### src/rtl/mmio_gate_pkg.sv
package mmio_gate_pkg;

    localparam int BUS_BYTES = 8;
    localparam int BUS_W     = BUS_BYTES * 8;

    typedef enum logic [1:0] {
        KIND_NORMAL = 2'd0,
        KIND_RAZ    = 2'd1,
        KIND_RAO    = 2'd2,
        KIND_WI     = 2'd3
    } region_kind_e;

    typedef struct packed {
        logic             valid;
        logic             err;
        logic [BUS_W-1:0] rdata;
    } rsp_t;

    // bit0: 1 byte, bit1: 4 bytes, bit2: 8 bytes; zero for anything else
    function automatic logic [2:0] size_onehot(input logic [3:0] nbytes);
        return {nbytes == 4'd8, nbytes == 4'd4, nbytes == 4'd1};
    endfunction

    function automatic logic [BUS_W-1:0] width_mask(input logic [2:0] oh);
        logic [BUS_W-1:0] m;
        case (oh)
            3'b001:  m = BUS_W'(64'hFF);
            3'b010:  m = BUS_W'(64'hFFFF_FFFF);
            3'b100:  m = '1;
            default: m = '0;
        endcase
        return m;
    endfunction

endpackage

### src/rtl/mmio_region_cmp.sv
module mmio_region_cmp #(
    parameter int                ADDR_W  = 12,
    parameter logic [ADDR_W-1:0] BASE    = '0,
    parameter logic [ADDR_W:0]   LEN     = '0,
    parameter logic [2:0]        SIZES   = 3'b010,
    parameter logic [3:0]        BPI     = 4'd0,
    parameter int                NUM_IRQ = 64
) (
    input  logic [ADDR_W-1:0] offset,
    input  logic [2:0]        size_oh,
    output logic              hit,
    output logic              legal,
    output logic [ADDR_W-1:0] rel
);
    localparam logic [ADDR_W:0] LO_X = {1'b0, BASE};
    localparam logic [ADDR_W:0] HI_X = LO_X + LEN;
    localparam int              ID_W = ADDR_W + 3;

    logic size_ok;
    logic align_ok;
    logic id_ok;

    always_comb begin
        hit      = ({1'b0, offset} >= LO_X) && ({1'b0, offset} < HI_X);
        rel      = offset - BASE;
        size_ok  = |(size_oh & SIZES);
        align_ok = size_oh[2] ? (offset[2:0] == 3'd0) :
                   size_oh[1] ? (offset[1:0] == 2'd0) : 1'b1;
        legal    = hit && size_ok && align_ok && id_ok;
    end

    generate
        if (BPI == 4'd0) begin : g_no_irq
            assign id_ok = 1'b1;
        end else begin : g_irq
            localparam int SH = $clog2(int'(BPI));
            logic [ID_W-1:0] id_w;
            assign id_w  = {rel, 3'b000} >> SH;
            assign id_ok = id_w < ID_W'(NUM_IRQ);
        end
    endgenerate

endmodule

### src/rtl/mmio_lane_pack.sv
module mmio_lane_pack
    import mmio_gate_pkg::*;
(
    input  logic [2:0]       lane,
    input  logic [2:0]       size_oh,
    input  logic [BUS_W-1:0] bus_wdata,
    input  logic [BUS_W-1:0] host_rdata,
    output logic [BUS_W-1:0] host_wdata,
    output logic [BUS_W-1:0] bus_rdata
);
    logic [BUS_W-1:0] mask;

    always_comb begin
        mask       = width_mask(size_oh);
        host_wdata = (bus_wdata >> {lane, 3'b000}) & mask;
        bus_rdata  = (host_rdata & mask) << {lane, 3'b000};
    end

endmodule

### src/rtl/mmio_gate.sv
module mmio_gate
    import mmio_gate_pkg::*;
#(
    parameter int ADDR_W  = 12,
    parameter int NREG    = 7,
    parameter int NUM_IRQ = 64,
    parameter logic [NREG-1:0][ADDR_W-1:0] RG_BASE =
        {12'hC00, 12'h400, 12'h100, 12'h050, 12'h040, 12'h020, 12'h000},
    parameter logic [NREG-1:0][ADDR_W:0] RG_LEN =
        {13'h100, 13'h400, 13'h080, 13'h010, 13'h010, 13'h020, 13'h010},
    parameter logic [NREG-1:0][2:0] RG_SIZES =
        {3'b010, 3'b011, 3'b010, 3'b111, 3'b010, 3'b110, 3'b010},
    parameter logic [NREG-1:0][3:0] RG_BPI =
        {4'd2, 4'd8, 4'd1, 4'd0, 4'd0, 4'd0, 4'd0},
    parameter logic [NREG-1:0][1:0] RG_KIND =
        {2'd0, 2'd0, 2'd0, 2'd3, 2'd2, 2'd1, 2'd0},
    localparam int RIDX_W = (NREG > 1) ? $clog2(NREG) : 1
) (
    input  logic              clk,
    input  logic              rst_n,
    input  logic              req_valid,
    input  logic              req_write,
    input  logic [ADDR_W-1:0] req_addr,
    input  logic [3:0]        req_size,
    input  logic [BUS_W-1:0]  req_wdata,
    output logic              bank_req,
    output logic              bank_write,
    output logic [RIDX_W-1:0] bank_region,
    output logic [ADDR_W-1:0] bank_offset,
    output logic [3:0]        bank_size,
    output logic [BUS_W-1:0]  bank_wdata,
    input  logic [BUS_W-1:0]  bank_rdata,
    output logic              rsp_valid,
    output logic              rsp_err,
    output logic [BUS_W-1:0]  rsp_rdata
);
    logic [2:0]        sz_oh;
    logic [NREG-1:0]   hit_vec;
    logic [NREG-1:0]   legal_vec;
    logic [ADDR_W-1:0] rel_arr [NREG];

    logic [RIDX_W-1:0] sel_idx;
    logic [ADDR_W-1:0] sel_rel;
    region_kind_e      sel_kind;
    logic              legal_any;
    logic              fwd;
    logic [BUS_W-1:0]  rd_val;
    logic [BUS_W-1:0]  rd_bus;

    rsp_t rsp_d, rsp_q;

    assign sz_oh = size_onehot(req_size);

    generate
        for (genvar g = 0; g < NREG; g++) begin : g_region
            mmio_region_cmp #(
                .ADDR_W  (ADDR_W),
                .BASE    (RG_BASE[g]),
                .LEN     (RG_LEN[g]),
                .SIZES   (RG_SIZES[g]),
                .BPI     (RG_BPI[g]),
                .NUM_IRQ (NUM_IRQ)
            ) u_cmp (
                .offset  (req_addr),
                .size_oh (sz_oh),
                .hit     (hit_vec[g]),
                .legal   (legal_vec[g]),
                .rel     (rel_arr[g])
            );
        end
    endgenerate

    // one-hot hit vector folded to index, relative offset and kind
    always_comb begin
        sel_idx  = '0;
        sel_rel  = '0;
        sel_kind = KIND_NORMAL;
        for (int i = 0; i < NREG; i++) begin
            if (hit_vec[i]) begin
                sel_idx  = RIDX_W'(i);
                sel_rel  = rel_arr[i];
                sel_kind = region_kind_e'(RG_KIND[i]);
            end
        end
        legal_any = |(hit_vec & legal_vec);
    end

    mmio_lane_pack u_lane (
        .lane       (req_addr[2:0]),
        .size_oh    (sz_oh),
        .bus_wdata  (req_wdata),
        .host_rdata (rd_val),
        .host_wdata (bank_wdata),
        .bus_rdata  (rd_bus)
    );

    always_comb begin
        fwd = req_valid && legal_any &&
              ((sel_kind == KIND_NORMAL) || ((sel_kind == KIND_WI) && !req_write));
        case (sel_kind)
            KIND_RAZ: rd_val = '0;
            KIND_RAO: rd_val = '1;
            default:  rd_val = bank_rdata;
        endcase
        rsp_d.valid = req_valid;
        rsp_d.err   = req_valid && !legal_any;
        rsp_d.rdata = (req_valid && !req_write && legal_any) ? rd_bus : '0;
    end

    always_ff @(posedge clk) begin
        if (!rst_n) rsp_q <= '0;
        else        rsp_q <= rsp_d;
    end

    assign bank_req    = fwd;
    assign bank_write  = req_write;
    assign bank_region = sel_idx;
    assign bank_offset = sel_rel;
    assign bank_size   = req_size;
    assign rsp_valid   = rsp_q.valid;
    assign rsp_err     = rsp_q.err;
    assign rsp_rdata   = rsp_q.rdata;

endmodule

### config.mk
export PLATFORM = sky130hd
export DESIGN_NAME = mmio_gate
export DESIGN_NICKNAME = d
export VERILOG_FILES = /design/src/rtl/mmio_gate_pkg.sv /design/src/rtl/mmio_region_cmp.sv /design/src/rtl/mmio_lane_pack.sv /design/src/rtl/mmio_gate.sv
export SDC_FILE = /design/constraint.sdc
export NUM_CORES = 1
export LEC_CHECK = 0
export BUFFER_PORTS_ARGS = -buffer_cell sky130_fd_sc_hd__buf_2
export CORE_UTILIZATION = 49
export DETAILED_ROUTE_END_ITERATION = 16
export GPL_ROUTABILITY_DRIVEN = 1
export PLACE_DENSITY = 0.88
export SLEW_MARGIN = 30
export SYNTH_ARGS = -nofsm -noshare
export SYNTH_HDL_FRONTEND = slang
export SYNTH_SLANG_ARGS = --single-unit
### constraint.sdc
create_clock -name clk -period 4.8 [get_ports clk]
set_input_delay 0.48 -clock clk [delete_from_list [all_inputs] [get_ports clk]]
set_output_delay 0.48 -clock clk [all_outputs]
set_load 0.02 [all_outputs]
; ---- After elaboration in Yosys (flattened, before gate mapping)
; Cells that the tools add are included.
[op_classes]
shifts = 2
n_mux = 23
bitwise_logic = 3
eq_ne = 9
reduce_logical = 40
n_addsub = 6
n_lt_le_gt_ge = 16
[ops]
columns = op, n
row1 = 64-bit case mux with 3 select lines, 1
row2 = 64-bit AND, 2
row3 = 64-bit case mux with 2 select lines, 1
row4 = 12-bit 2-to-1 mux, 7
row5 = 64-bit by 6-bit left shift with 64-bit output, 1
row6 = 64-bit by 6-bit right shift with 64-bit output, 1
row7 = "12-bit by 7-bit < comparator with 1-bit output, second input constant", 4
row8 = 1-bit logical AND, 29
row9 = "12-bit by 7-bit >= comparator with 1-bit output, second input constant", 2
row10 = "12-bit < comparator, second input constant", 2
row11 = "12-bit by 7-bit subtractor with 12-bit output, second input constant", 2
row12 = "15-bit by 7-bit < comparator with 1-bit output, second input constant", 1
row13 = 3-bit 2-to-1 mux, 5
row14 = "14-bit by 7-bit < comparator with 1-bit output, second input constant", 1
row15 = "12-bit by 11-bit >= comparator with 1-bit output, second input constant", 1
row16 = "12-bit >= comparator, second input constant", 1
row17 = "12-bit by 6-bit >= comparator with 1-bit output, second input constant", 1
row18 = "12-bit by 9-bit >= comparator with 1-bit output, second input constant", 1
row19 = "12-bit by 5-bit < comparator with 1-bit output, second input constant", 1
row20 = "12-bit by 9-bit < comparator with 1-bit output, second input constant", 1
row21 = "12-bit by 11-bit subtractor with 12-bit output, second input constant", 1
row22 = "12-bit subtractor, second input constant", 1
row23 = "12-bit by 6-bit subtractor with 12-bit output, second input constant", 1
row24 = "12-bit by 9-bit subtractor with 12-bit output, second input constant", 1
row25 = 19 further kinds, 30
[totals]
reg_bits = 66
out_inout_bits = 151
input_bits = 148

; ---- Longest topological paths before layout
[depth]
ltp_word = 12
ltp_mapped = 19
depth_no_buf = 15

; ---- Cells and area by module
; From an unflattened synthesis, not the netlist that was laid out.
[unflattened]
hier_cells = 1151
area_unflattened_um2 = 8745.9
[by_module_without_submodules]
columns = mod, seq_area_each_um2, area_per_inst_um2, n_inst, cells_each
row1 = mmio_lane_pack, 0.0, 3925.0, 1, 536
row2 = mmio_gate, 1321.3, 3525.9, 1, 432
row3 = mmio_region_cmp at g_region[3].u_cmp, 0.0, 252.7, 1, 35
row4 = mmio_region_cmp at g_region[1].u_cmp, 0.0, 202.7, 1, 33
row5 = mmio_region_cmp at g_region[4].u_cmp, 0.0, 200.2, 1, 27
row6 = mmio_region_cmp at g_region[2].u_cmp, 0.0, 196.4, 1, 30
row7 = mmio_region_cmp at g_region[5].u_cmp, 0.0, 157.7, 1, 21
row8 = mmio_region_cmp at g_region[6].u_cmp, 0.0, 147.6, 1, 19
row9 = mmio_region_cmp at g_region[0].u_cmp, 0.0, 137.6, 1, 18

; ---- Least setup slack after synthesis
; OpenSTA, ideal clock, no wires.
[synth_timing]
path_type = in2reg
from = input req_addr[8]
to = register rsp_q, in the netlist rsp_rdata[62]
t_arrival_ps = 4242
stages = 19
path_slack_ps = 412
required_ps = 4653
setup_time_ps = 147
path_cell_list = buf_2 > inv_1 > ha_1 > clkbuf_1 > o21ai_1 > nand2b_1 > nor2_1 > clkinv_1 > nor2_1 > ha_1 > clkbuf_1 > nor2_1 > or3_1 > clkbuf_1 > clkbuf_1 > nor3_1 > a31oi_1 > o21a_1 > a211oi_2
[synth_between]
elab_chain_cells = 12
word_cells_on_any_way = 57
[synth_lines]
columns = element, line_no
row1 = start: declaration, mmio_gate.sv:23  ; input logic [ADDR_W-1:0] req_addr,
row2 = 12-bit by 6-bit >= comparator with 1-bit output / 12-bit by 7-bit < comparator with 1-bit output (equally long branches), mmio_region_cmp.sv:24  ; hit = ({1'b0, offset} >= LO_X) && ({1'b0, offset} < HI_X);
row3 = 1-bit logical AND, mmio_region_cmp.sv:24
row4 = 1-bit 2-to-1 mux, mmio_gate.sv:79  ; if (hit_vec[i]) begin
row5 = 2-bit 2-to-1 mux (5 in a row), mmio_gate.sv:79
row6 = 2-bit == test / 2-bit by 1-bit == test with 1-bit output (equally long branches), mmio_gate.sv:100  ; case (sel_kind)
row7 = 64-bit case mux with 2 select lines, mmio_gate.sv:100
row8 = 64-bit AND, mmio_lane_pack.sv:16  ; bus_rdata = (host_rdata & mask) << {lane, 3'b000};
row9 = 64-bit by 6-bit left shift with 64-bit output, mmio_lane_pack.sv:16
row10 = end signal: assignment, mmio_gate.sv:112  ; else rsp_q <= rsp_d;
row11 = end: declaration, mmio_gate.sv:50  ; rsp_t rsp_d, rsp_q;
; Parallel ways exist; a longest one is shown, timed or not.
; A chain may end at the register's enable or synchronous reset.

; ---- Final worst setup path
[layout_timing]
from = input req_addr[6]
to = register rsp_q, in the netlist rsp_rdata[61]
; Same word-level chain as after synthesis.

==> reports/summary.txt <==
Final period utilization -> 88.50%
Final Hold Violating Endpoints -> 0
Max stage delay on crit path -> 0.69 ns
Vias in the first global route -> 7273
FF/Latch Area -> 1321 sq um
Layout area overhead -> 27.41%
Post-Synthesis Cells -> 873
VDD IR max -> 0.1734 mV
Ys async rst share -> 0%
Status -> finished, final reports clean
CTS Buf Count -> 9
FF+latch count, synth -> 66
Core area -> 13510 sq um
Initial antenna violation count -> 1
Crit. End Element -> register
Die width -> 120.6 microns
Vert. Die Dim -> 120.6 microns
Crit path launch type -> primary input
Crit-path max FO -> 9
Hold path depth -> 3
Least-Margin Pin Slew -> 0.9967 ns
Largest net degree at the start of global routing -> 81
Share of cells above drive strength 1 -> 36.82%
Final setup violating endpoints -> 0
Vias -> 8234
Global-route wire length before repair -> 39610 microns
Crit Path Category -> primary input to register
# Post-CTS Setup Buffers -> 0
Most used DFF post-synth -> dfxtp_1
Routed len/inst -> 20.18 microns
Worst slew margin -> 33.19%
# fillers -> 1123
MaxCap Viol Count -> 0
WP data required -> 5.05 ns
Slowest CP cell -> nor3_1
Die area -> 14560 sq um
Yosys warning count -> 0
Rows -> 42
Fin. max-slew vios -> 0
Power Dens Cells -> 203.6 nW/um^2
Clock root buffer -> clkbuf_16
Worst min-delay path category -> primary input to register
RSZ-0062 raised after global routing -> false
Hpwl dp -> 19640 microns
Sequential-to-total area share from yosys stat -> 19.15%
All-layer global routing usage -> 34.67%
Crit path DAT -> 4.50 ns
Post-synth EDFFs -> 0
Most frequent cells in the layout -> buf_2 (296), nor2_1 (113), dfxtp_1 (66), a21oi_1 (64), mux2i_1 (56)
H-tree depth -> 3
CTS tree -> built
# clock sinks -> 66
Hold_sp -> rst_n
Clock Path Buffers -> 2
Post-cts sizing count -> 0
Post-route ant nets -> 0
Global placement routability congestion -> 0.9525
Syn Area/Cell -> 7.901 sq um
Tmin final -> 4.248 ns
Clock slew at reported path FFs -> 0.06 ns
LEAKAGE -> 3.969 nW
Post-Syn Area -> 6898 sq um
Total Wirelength -> 26340 microns
DRC viols -> 0
Post-synth cell types -> 68
Hold-fix buffers at CTS -> 0
Cell Chain, Critical Path -> buf_2 > inv_1 > ha_1 > or3b_2 > o32ai_4 > nand3_4 > o21ai_0 > nand2_1 > ha_2 > nor2_1 > nor3_1 > buf_4 > a31oi_1 > o21a_1 > a211oi_2
Final setup TNS -> 0 ns
Detailed Route Iter0 Violations -> 1039
Most common cell after layout, fill and taps aside -> buf_2
Multi-input logic area -> 5157 sq um
Via/cell ratio -> 6.310
Post-DP Area -> 8468 sq um
Fin nets -> 1293
Synth Net Count -> 1044
Gr ovfl total -> 0
DRT Pass-1 Iters -> 6
Finished layout cell area -> 8788 sq um
Buffers on Ports -> 298
Starting Density -> 51.07%
Top-Level Pins -> 299
Max Freq -> 235.4 MHz
Hold path endpoint -> rsp_valid$_SDFF_PN0_
registers in the layout, indices dropped and copies added (netlist names):
| name | count |
|---|---|
| rsp_rdata | 64 |
| rsp_err | 1 |
| rsp_valid | 1 |
worst max-delay path: cells and delay by family:
| kind | cells | cell delay [ns] |
|---|---|---|
| simple gates | 5 | 1.60 |
| compound gates | 5 | 1.29 |
| buf+inv | 3 | 0.58 |
| fa+ha+maj | 2 | 0.54 |
cells by family after synthesis:
kind of cell	share of synthesized area, %
flip-flops	19.15
multiplexers	19.88
buffers and inverters	6.349
XOR/XNOR	1.143
adder cells (fa/ha/maj)	4.172
AND/OR/NAND/NOR	21.73
AO/OA/AOI/OAI	27.57
worst max-delay path by stage:
stage	start	slack, ns	endpoint	depth (start not counted)
6_report	req_addr[6]	0.55	rsp_rdata[61]$_SDFF_PN0_	15
5_1_grt	req_addr[11]	0.38	rsp_rdata[58]$_SDFF_PN0_	17
4_1_cts	req_addr[6]	0.75	rsp_rdata[48]$_SDFF_PN0_	15
3_5_place_dp	req_addr[6]	0.42	rsp_rdata[61]$_SDFF_PN0_	15
3_3_place_gp	req_addr[7]	0.47	rsp_rdata[48]$_SDFF_PN0_	15
2_1_floorplan	req_addr[8]	0.41	rsp_rdata[62]$_SDFF_PN0_	19
stage by stage:
stage	total power (W)	worst slack, ns	instances	utilization (%)	hold slack, ns
2_1_floorplan	0.0009211	0.4117	873	-	0.6025
3_3_place_gp	0.001109	0.4678	1287	62.70	0.7057
3_5_place_dp	0.001115	0.4225	1287	62.70	0.7312
4_1_cts	0.001774	0.7525	1303	64.96	0.3892
5_1_grt	0.001849	0.3763	1304	65.05	0.4431
6_report	0.001789	0.5521	1305	65.07	0.3889
power breakdown:
| part | internal (W) | switching (W) | leakage (nW) | total [W] |
|---|---|---|---|---|
| clock | 0.000419 | 0.000249 | 0.142 | 0.000667 |
| sequential | 0.000549 | 0.000000336 | 0.532 | 0.000549 |
| combinational | 0.000231 | 0.000341 | 3.29 | 0.000573 |
per-layer routing:
metal | global-route usage, % | wire, microns | vias to the layer above | part of all wire, %
li1 | - | - | 3731 | -
met1 | 45.38 | 10350 | 3791 | 39
met2 | 55.50 | 12060 | 618 | 46
met3 | 7.783 | 2844 | 94 | 11
met4 | 13.12 | 1088 | 0 | 4.1
met5 | 0 | 0 | - | 0
synth_stat cells (all sizes together), types with 4 or more instances:
| cell | n | area [sq um] |
|---|---|---|
| a211oi | 59 | 503.0 |
| a21o | 4 | 30.03 |
| a21oi | 64 | 320.3 |
| a22oi | 17 | 127.6 |
| a31oi | 17 | 106.4 |
| and2 | 10 | 62.56 |
| buf | 27 | 141.4 |
| clkbuf | 57 | 214.0 |
| dfxtp | 66 | 1321 |
| ha | 23 | 287.8 |
| inv | 19 | 71.32 |
| mux2 | 8 | 90.09 |
| mux2i | 56 | 560.5 |
| mux4 | 32 | 720.7 |
| nand2 | 53 | 198.9 |
| nand2b | 22 | 137.6 |
| nand3 | 26 | 142.6 |
| nand4 | 4 | 25.02 |
| nor2 | 113 | 424.2 |
| nor2b | 37 | 231.5 |
| nor3 | 17 | 85.08 |
| o21a | 16 | 120.1 |
| o21ai | 29 | 152.7 |
| o22ai | 8 | 50.05 |
| o31ai | 9 | 67.56 |
| o32a | 9 | 90.09 |
| o32ai | 4 | 61.32 |
| or2 | 12 | 75.07 |
| or3 | 6 | 37.54 |
| xnor2 | 7 | 61.31 |
layout make-up:
class	instances	area share [%]
Inverter	22	0.9396
Antenna cell	2	0.05695
Clock buffer	11	2.762
Clock inverter	5	0.7118
Sequential cell	66	15.03
Tap cell	176	2.506
Timing Repair Buffer	322	19.31
Multi-Input combinational cell	701	58.68
Note: power is estimated with default switching activity, not from simulation.
